$ cat config.mk
export PLATFORM = sky130hd
export DESIGN_NAME = los_detector
export DESIGN_NICKNAME = d
export VERILOG_FILES = /design/src/rtl/los_pkg.sv /design/src/rtl/los_zero_run.sv /design/src/rtl/los_recover.sv /design/src/rtl/los_detector.sv
export SDC_FILE = /design/constraint.sdc
export NUM_CORES = 1
export LEC_CHECK = 0
export ABC_CLOCK_PERIOD_IN_PS = 4100
export BUFFER_PORTS_ARGS = -buffer_cell sky130_fd_sc_hd__clkbuf_2
export CAP_MARGIN = 30
export CORE_MARGIN = 3
export CORE_UTILIZATION = 59
export DETAILED_ROUTE_END_ITERATION = 8
export GPL_ROUTABILITY_DRIVEN = 0
export PLACE_DENSITY = 0.8
export SYNTH_ARGS = -nofsm -noshare
export SYNTH_HDL_FRONTEND = slang
export SYNTH_SLANG_ARGS = --single-unit
export TNS_END_PERCENT = 50
$ cat constraint.sdc
create_clock -name clk -period 4.1 [get_ports clk]
set_input_delay 0.205 -clock clk [delete_from_list [all_inputs] [get_ports clk]]
set_output_delay 0.205 -clock clk [all_outputs]
set_load 0.02 [all_outputs]
$ cat src/rtl/los_pkg.sv
package los_pkg;
  localparam int unsigned CFG_W_DEF      = 8;
  localparam int unsigned SCALE_LOG2_DEF = 4;

  // Number of consecutive empty bit periods that raise the alarm.
  function automatic int unsigned run_limit(input int unsigned det, input int unsigned scale_log2);
    return (det + 1) << scale_log2;
  endfunction

  // Ones needed to drop the alarm; zero is promoted to one.
  function automatic int unsigned ones_target(input int unsigned rec);
    return (rec == 0) ? 1 : rec;
  endfunction
endpackage

$ cat src/rtl/los_zero_run.sv
module los_zero_run
  import los_pkg::*;
#(
  parameter int unsigned CFG_W      = CFG_W_DEF,
  parameter int unsigned SCALE_LOG2 = SCALE_LOG2_DEF
) (
  input  logic             clk,
  input  logic             rst_n,
  input  logic             stb,
  input  logic             bit_i,
  input  logic [CFG_W-1:0] det,
  output logic             run_full
);
  localparam int unsigned ZW = CFG_W + SCALE_LOG2 + 1;
  localparam logic [ZW-1:0] ZMAX = {ZW{1'b1}};

  logic [ZW-1:0] zcnt, zcnt_nxt, limit;

  assign limit = ZW'(run_limit(int'(det), SCALE_LOG2));

  always_comb begin
    if (bit_i)             zcnt_nxt = '0;
    else if (zcnt == ZMAX) zcnt_nxt = ZMAX;
    else                   zcnt_nxt = zcnt + 1'b1;
  end

  assign run_full = stb & ~bit_i & (zcnt_nxt >= limit);

  always_ff @(posedge clk or negedge rst_n) begin
    if (!rst_n)   zcnt <= '0;
    else if (stb) zcnt <= zcnt_nxt;
  end

  // an accepted one empties the run
  a_r4_one_resets: assert property (@(posedge clk) disable iff (!rst_n)
    (stb && bit_i) |=> (zcnt == '0));
  // no wrap at the top
  a_r4_no_wrap: assert property (@(posedge clk) disable iff (!rst_n)
    (stb && !bit_i && zcnt == ZMAX) |=> (zcnt == ZMAX));
  // no strobe, no movement
  a_r2_zero_hold: assert property (@(posedge clk) disable iff (!rst_n)
    !stb |=> $stable(zcnt));
endmodule

$ cat src/rtl/los_recover.sv
module los_recover
  import los_pkg::*;
#(
  parameter int unsigned CFG_W = CFG_W_DEF
) (
  input  logic             clk,
  input  logic             rst_n,
  input  logic             stb,
  input  logic             bit_i,
  input  logic             active,
  input  logic             rearm,
  input  logic [CFG_W-1:0] rec,
  output logic             done
);
  logic [CFG_W-1:0] ocnt;
  logic [CFG_W:0]   ones_nxt, target;
  logic             one_ev;

  assign target   = (CFG_W+1)'(ones_target(int'(rec)));
  assign one_ev   = stb & bit_i & active;
  assign ones_nxt = {1'b0, ocnt} + 1'b1;
  assign done     = one_ev & (ones_nxt >= target);

  always_ff @(posedge clk or negedge rst_n) begin
    if (!rst_n)                    ocnt <= '0;
    else if (!active || rearm || done) ocnt <= '0;
    else if (one_ev)               ocnt <= ocnt + 1'b1;
  end

  // a renewed full zero run restarts the ones count
  a_r6_rearm_clears: assert property (@(posedge clk) disable iff (!rst_n)
    (rearm && active) |=> (ocnt == '0));
  // a zero never advances the ones count
  a_r5_zero_no_count: assert property (@(posedge clk) disable iff (!rst_n)
    (stb && !bit_i) |=> (ocnt == '0 || ocnt == $past(ocnt)));
endmodule

$ cat src/rtl/los_detector.sv
module los_detector
  import los_pkg::*;
#(
  parameter int unsigned CFG_W      = CFG_W_DEF,
  parameter int unsigned SCALE_LOG2 = SCALE_LOG2_DEF
) (
  input  logic             clk,
  input  logic             rst_n,
  input  logic             bit_stb,
  input  logic             rx_bit,
  input  logic [CFG_W-1:0] det_len_cfg,
  input  logic [CFG_W-1:0] rec_cnt_cfg,
  input  logic             auto_clear,
  output logic             los_alarm,
  output logic             rx_out
);
  logic run_full, set_ev, rearm_ev, clear_ev, gate;

  los_zero_run #(.CFG_W(CFG_W), .SCALE_LOG2(SCALE_LOG2)) u_run (
    .clk(clk), .rst_n(rst_n), .stb(bit_stb), .bit_i(rx_bit),
    .det(det_len_cfg), .run_full(run_full)
  );

  assign set_ev   = run_full & ~los_alarm;
  assign rearm_ev = run_full & los_alarm;

  los_recover #(.CFG_W(CFG_W)) u_rec (
    .clk(clk), .rst_n(rst_n), .stb(bit_stb), .bit_i(rx_bit),
    .active(los_alarm), .rearm(rearm_ev), .rec(rec_cnt_cfg), .done(clear_ev)
  );

  assign gate = auto_clear & (los_alarm | set_ev);

  always_ff @(posedge clk or negedge rst_n) begin
    if (!rst_n) begin
      los_alarm <= 1'b0;
      rx_out    <= 1'b0;
    end else if (bit_stb) begin
      rx_out <= rx_bit & ~gate;
      if (set_ev)        los_alarm <= 1'b1;
      else if (clear_ev) los_alarm <= 1'b0;
    end
  end

  // alarm only rises on an accepted zero
  a_r3_rise_on_zero: assert property (@(posedge clk) disable iff (!rst_n)
    $rose(los_alarm) |-> $past(bit_stb && !rx_bit));
  // alarm only falls on an accepted one
  a_r5_fall_on_one: assert property (@(posedge clk) disable iff (!rst_n)
    $fell(los_alarm) |-> $past(bit_stb && rx_bit));
  // outputs hold between strobes
  a_r2_hold: assert property (@(posedge clk) disable iff (!rst_n)
    !bit_stb |=> ($stable(los_alarm) && $stable(rx_out)));
  // gated output while alarm active
  a_r7_gated: assert property (@(posedge clk) disable iff (!rst_n)
    (bit_stb && auto_clear && los_alarm) |=> !rx_out);
  // transparent when auto-clear off
  a_r8_pass: assert property (@(posedge clk) disable iff (!rst_n)
    (bit_stb && !auto_clear) |=> (rx_out == $past(rx_bit)));
endmodule

; Yosys cells after proc, flatten, opt, wreduce, memory -nomap -nowiden
; Cells that the tools add are included.
[classes]
n_bitwise = 13
addsub = 4
n_reduce_logical = 7
order_cmp = 2
mux = 7
n_eq_ne = 1
[ops]
columns = cell, count
row1 = 13-bit 2-to-1 mux, 2
row2 = 8-bit 2-to-1 mux, 3
row3 = "8-bit by 1-bit adder with 9-bit output, second input constant", 2
row4 = "13-bit by 1-bit adder with 13-bit output, second input constant", 1
row5 = "13-bit == test, second input constant", 1
row6 = 13-bit greater-or-equal comparator, 1
row7 = 1-bit bitwise AND, 9
row8 = 9-bit greater-or-equal comparator, 1
row9 = "8-bit by 1-bit adder with 8-bit output, second input constant", 1
row10 = 8-bit zero test, 1
row11 = 2-bit nonzero test, 2
row12 = 1-bit inverter, 3
row13 = 1-bit logical OR, 2
row14 = 1-bit 2-to-1 mux, 2
row15 = 2-bit AND reduction, 1
row16 = 1-bit zero test, 1
row17 = 1-bit OR, 1
[totals]
reg_bits = 23
out_inout_bits = 2

; Depth between registers and ports, before layout
[logic_depth]
word_depth = 10
ltp_mapped = 14

; Cells and area by module
; A second synthesis with hierarchy kept.
[unflattened]
cells_unflattened = 234
area_unflattened_um2 = 2035.7
[modules_own_cells]
columns = mod, area_each_um2, cells_per_inst, n_inst
row1 = los_zero_run, 1255.0, 149, 1
row2 = los_recover, 691.9, 77, 1
row3 = los_detector, 88.8, 8, 1

; Worst setup path before layout
; No wires, ideal clock.
[synth_timing]
path_kind = reg2reg
from = reg u_run.zcnt[0]
to = reg u_rec.ocnt[2]
required_time_ns = 3.982
stages_incl_launch_ff = 15
setup_slack_ns = 0.941
period_less_slack_ns = 3.159
arrival_ns = 3.041
n_path_buf = 2
path_cell_list = dfrtp_1 -> ha_1 -> and4_1 -> buf_6 -> and2_1 -> nand3_1 -> buf_2 -> a21oi_1 -> ha_1 -> nand4_1 -> nor4_1 -> o2111a_1 -> nor4b_4 -> o21bai_1 -> a21o_1
[synth_via]
elab_chain_cells = 9
[synth_rtl]
columns = element, line_no
row1 = from (decl), los_zero_run.sv:17  ; logic [ZW-1:0] zcnt, zcnt_nxt, limit;
row2 = from (signal assigned), los_zero_run.sv:31  ; else if (stb) zcnt <= zcnt_nxt;
row3 = 13-bit by 1-bit adder with 13-bit output / 13-bit == test (equally long branches), "los_zero_run.sv:24, los_zero_run.sv:23"
row4 = 13-bit 2-to-1 mux *, los_zero_run.sv:23  ; else if (zcnt == ZMAX) zcnt_nxt = ZMAX;
row5 = 13-bit 2-to-1 mux *, los_zero_run.sv:22  ; if (bit_i) zcnt_nxt = '0;
row6 = via u_run.zcnt_nxt[9], los_zero_run.sv:17
row7 = 13-bit greater-or-equal comparator *, los_zero_run.sv:27  ; assign run_full = stb & ~bit_i & (zcnt_nxt >= limit);
row8 = 1-bit bitwise AND *, los_zero_run.sv:27
row9 = 1-bit bitwise AND *, los_detector.sv:25  ; assign rearm_ev = run_full & los_alarm;
row10 = 1-bit logical OR * (2 in series), los_recover.sv:26  ; else if (!active || rearm || done) ocnt <= '0;
row11 = 8-bit 2-to-1 mux / 2-bit nonzero test (equally long branches), -
row12 = to (signal assigned), los_recover.sv:27  ; else if (one_ev) ocnt <= ocnt + 1'b1;
row13 = to (decl), los_recover.sv:15  ; logic [CFG_W-1:0] ocnt;
; The timed path passes the listed nets; every way through them passes the cells marked *.
; A chain may end at the register's enable or synchronous reset.

; Worst setup path in the final report
; Same ends and word-level chain as after synthesis.

==> flow_summary.toml <==
[status]
status = "finished, final reports clean"

[power_and_ir_drop]
p_per_area_mw_per_mm2 = 248
irDropWorstVdd_v = 0.000200
p_leak_uw = 0.00109

[synthesis]
ys_seq_elements = 23
synth_cell_types = 47
synth_commonest_cells = "a21oi_1 (25), dfrtp_1 (23), ha_1 (20)"
netlist_area_mm2 = 0.00202
synth_top_area_share_pct = 28.5
synth_warnings = 0
synth_edf_count = 0
netlist_instances = 236
syn_avg_cell_area_um2 = 8.56
synth_top_area_cell = "dfrtp_1"
synthArstFlopShare_pct = 100
synthFlopType = "dfrtp_1"
seq_area_frac_synth_pct = 28.5
synth.area.top_cells = "dfrtp_1 (29%), ha_1 (12%), a21oi_1 (6.2%), xor2_1 (4.3%), nand3_1 (3.7%)"
synth_nets = 277
yosysMostFrequentCell = "a21oi_1"

[timing]
hold_violations = 0
max_slew_margin_pct = 53.3
fin_worst_skew_ps = 8.31
setup_viol_count_final = 0
slew_viol_final = 0
fmax_ghz = 0.284
max_slew.worst_pin.slew_ps = 693
post-route-period-util_pct = 85.9
rsz0062_at_grt = "false"
fin_crit_ps = 3520
fin_tns_setup_ps = 0

[global_route]
grt_pass1_wl_um = 7600
grt_overflow = 0
grt_pass1_vias = 1727
grt_antenna_before_repair = 0
track_usage_pct = 22.9
grt_start_max_net_pins = 25

[worst_setup_path]
crit_path_max_fanout = 9
timing.rr.end = "u_rec.ocnt[2]$_DFFE_PN0P_"
required_ps = 4340
critPathLaunchType = "flip-flop"
crit_type = "reg2reg"
r2r_slack_ps = 580
cp-end-kind = "flip-flop"
cp-startpoint = "u_run.zcnt[0]$_DFFE_PN0P_"
reg2regPathDepth = 13
critPathCapture = "u_rec.ocnt[2]$_DFFE_PN0P_"
critPathArrivalTime_ps = 3760
r2r_start = "u_run.zcnt[0]$_DFFE_PN0P_"

[clock_network]
clock_path_buffers = 2
clock-sinks = 23
clk_pin_slew_ps = 140
root_buffer = "clkbuf_4"
clock_latency_ps = 330
cts_setup_buffers = 0
cts_resized = 0
htreeDepth = 1
cts_hold_buf = 1
cts_tree = "done"
numCtsBuffers = 3

[die]
core_area_mm2 = 0.00315
start_util_pct = 64.0
die_y_um = 64.5
pin_count = 23
die_w_um = 64.5
rows = 20
dieArea_mm2 = 0.00416

[layout]
antenna_cells = 0
nets = 297
layout-drive-gt1-share_pct = 13.7
area_growth_pct = 7.87
final_area_mm2 = 0.00218
n_fill_cell = 282

[drt]
wl_um = 4410
ant_nets = 0
drc = 0
vias = 1826
drt_pre_antenna_iters = 4
drtIter0Drc = 188
post_drt_via_cell_ratio = 6.11
wire_per_inst_um = 14.8

[worst_hold_path]
min_path_type = "in2reg"
whs_path_depth = 4

[placed_design]
dp_hpwl_um = 3400
port_buffers = 22
placed_cell_area_mm2 = 0.00214

[run]
maxCapViolCount = 0
[report_power, final]
group / switching (µW) / leakage (µW) / internal (µW) / total, µW
registers: 25.3 / 0.000309 / 245 / 270
clock network: 75.3 / 0.0000177 / 36.7 / 112
logic: 85.6 / 0.000763 / 72.8 / 158
total: 186 / 0.00109 / 355 / 541
[registers in the layout, summed over array words and instances (netlist names)]
| name | cells |
|---|---|
| los_alarm | 1 |
| u_rec.ocnt | 8 |
| u_run.zcnt | 13 |
| rx_out | 1 |
[per-stage QoR]
| stage | util, % | setup WS (ps) | instances | hold WS, ps | total power, µW |
|---|---|---|---|---|---|
| floorplan | - | 941 | 236 | -90.6 | 384 |
| global placement | 67.9 | 674 | 294 | 230 | 426 |
| detailed placement | 67.9 | 602 | 294 | 237 | 432 |
| CTS | 69.1 | 585 | 299 | 194 | 541 |
| global route | 69.1 | 211 | 299 | 226 | 577 |
| finish | 69.1 | 577 | 299 | 182 | 541 |
[critical path: stages (launching register included)]
cell and delay, ps:
dfrtp_1 470, ha_1 300, and4_1 410, and2_1 260, and3_1 190, mux2i_1 180
nor2_1 80, ha_1 330, nand4_1 120, nor4_1 380, o2111a_1 290, nor4b_4 80
o21bai_1 170, a21o_1 190
[area by class of cell]
type	count	area, µm²	share of cell area, %
clock buffer	3	22.5	1.03
clock inverter	1	5.00	0.230
inverter	18	67.6	3.10
multi-input combinational	186	1330	60.8
sequential	23	576	26.4
tap	44	55.1	2.53
timing repair buffer	24	128	5.86
[layout by cell type (no fill, tap or decap), types with 2 or more instances in the layout]
cell / Yosys / routed
o21bai_1: 2 / 2
nand2b_1: 3 / 3
and3_1: 8 / 8
a41o_1: 3 / 3
and2_1: 2 / 2
a21o_1: 7 / 7
clkbuf_2: 0 / 22
o21a_1: 3 / 3
nand3_1: 15 / 15
clkbuf_4: 0 / 3
a21oi_1: 25 / 25
nand4_1: 5 / 5
o211ai_1: 2 / 2
a31oi_1: 3 / 3
nor2_1: 7 / 7
xnor2_1: 7 / 7
dfrtp_1: 23 / 23
inv_1: 18 / 18
a22o_1: 3 / 3
a31o_2: 3 / 3
nor4_1: 3 / 3
nand2_1: 18 / 18
xor2_1: 10 / 10
a211oi_1: 3 / 3
nor3_1: 3 / 3
and4_1: 2 / 2
o21ai_0: 11 / 11
or3_1: 2 / 2
o22ai_1: 2 / 2
ha_1: 20 / 20
[logic make-up after synthesis]
group	synth area share (%)
flops	28.5
mux	1.05
buf+inv	5.89
compound gates	25.0
xor+xnor	7.37
simple gates	19.8
fa+ha+maj	12.4
[worst min path at each step]
stage	from	to	slack, ps
2_1_floorplan	rst_n	los_alarm$_DFFE_PN0P_	-90
3_3_place_gp	rst_n	u_run.zcnt[10]$_DFFE_PN0P_	230
3_5_place_dp	rst_n	u_run.zcnt[10]$_DFFE_PN0P_	240
4_1_cts	auto_clear	rx_out$_DFFE_PN0P_	190
5_1_grt	auto_clear	rx_out$_DFFE_PN0P_	230
6_report	auto_clear	rx_out$_DFFE_PN0P_	180
[per-layer routing]
layer	global-route usage (%)	routed length [µm]
met1	29.0	1890
met2	40.9	2230
met3	2.60	210
met4	6.33	77
met5	0	0
Note: power is estimated with default switching activity, not from simulation.
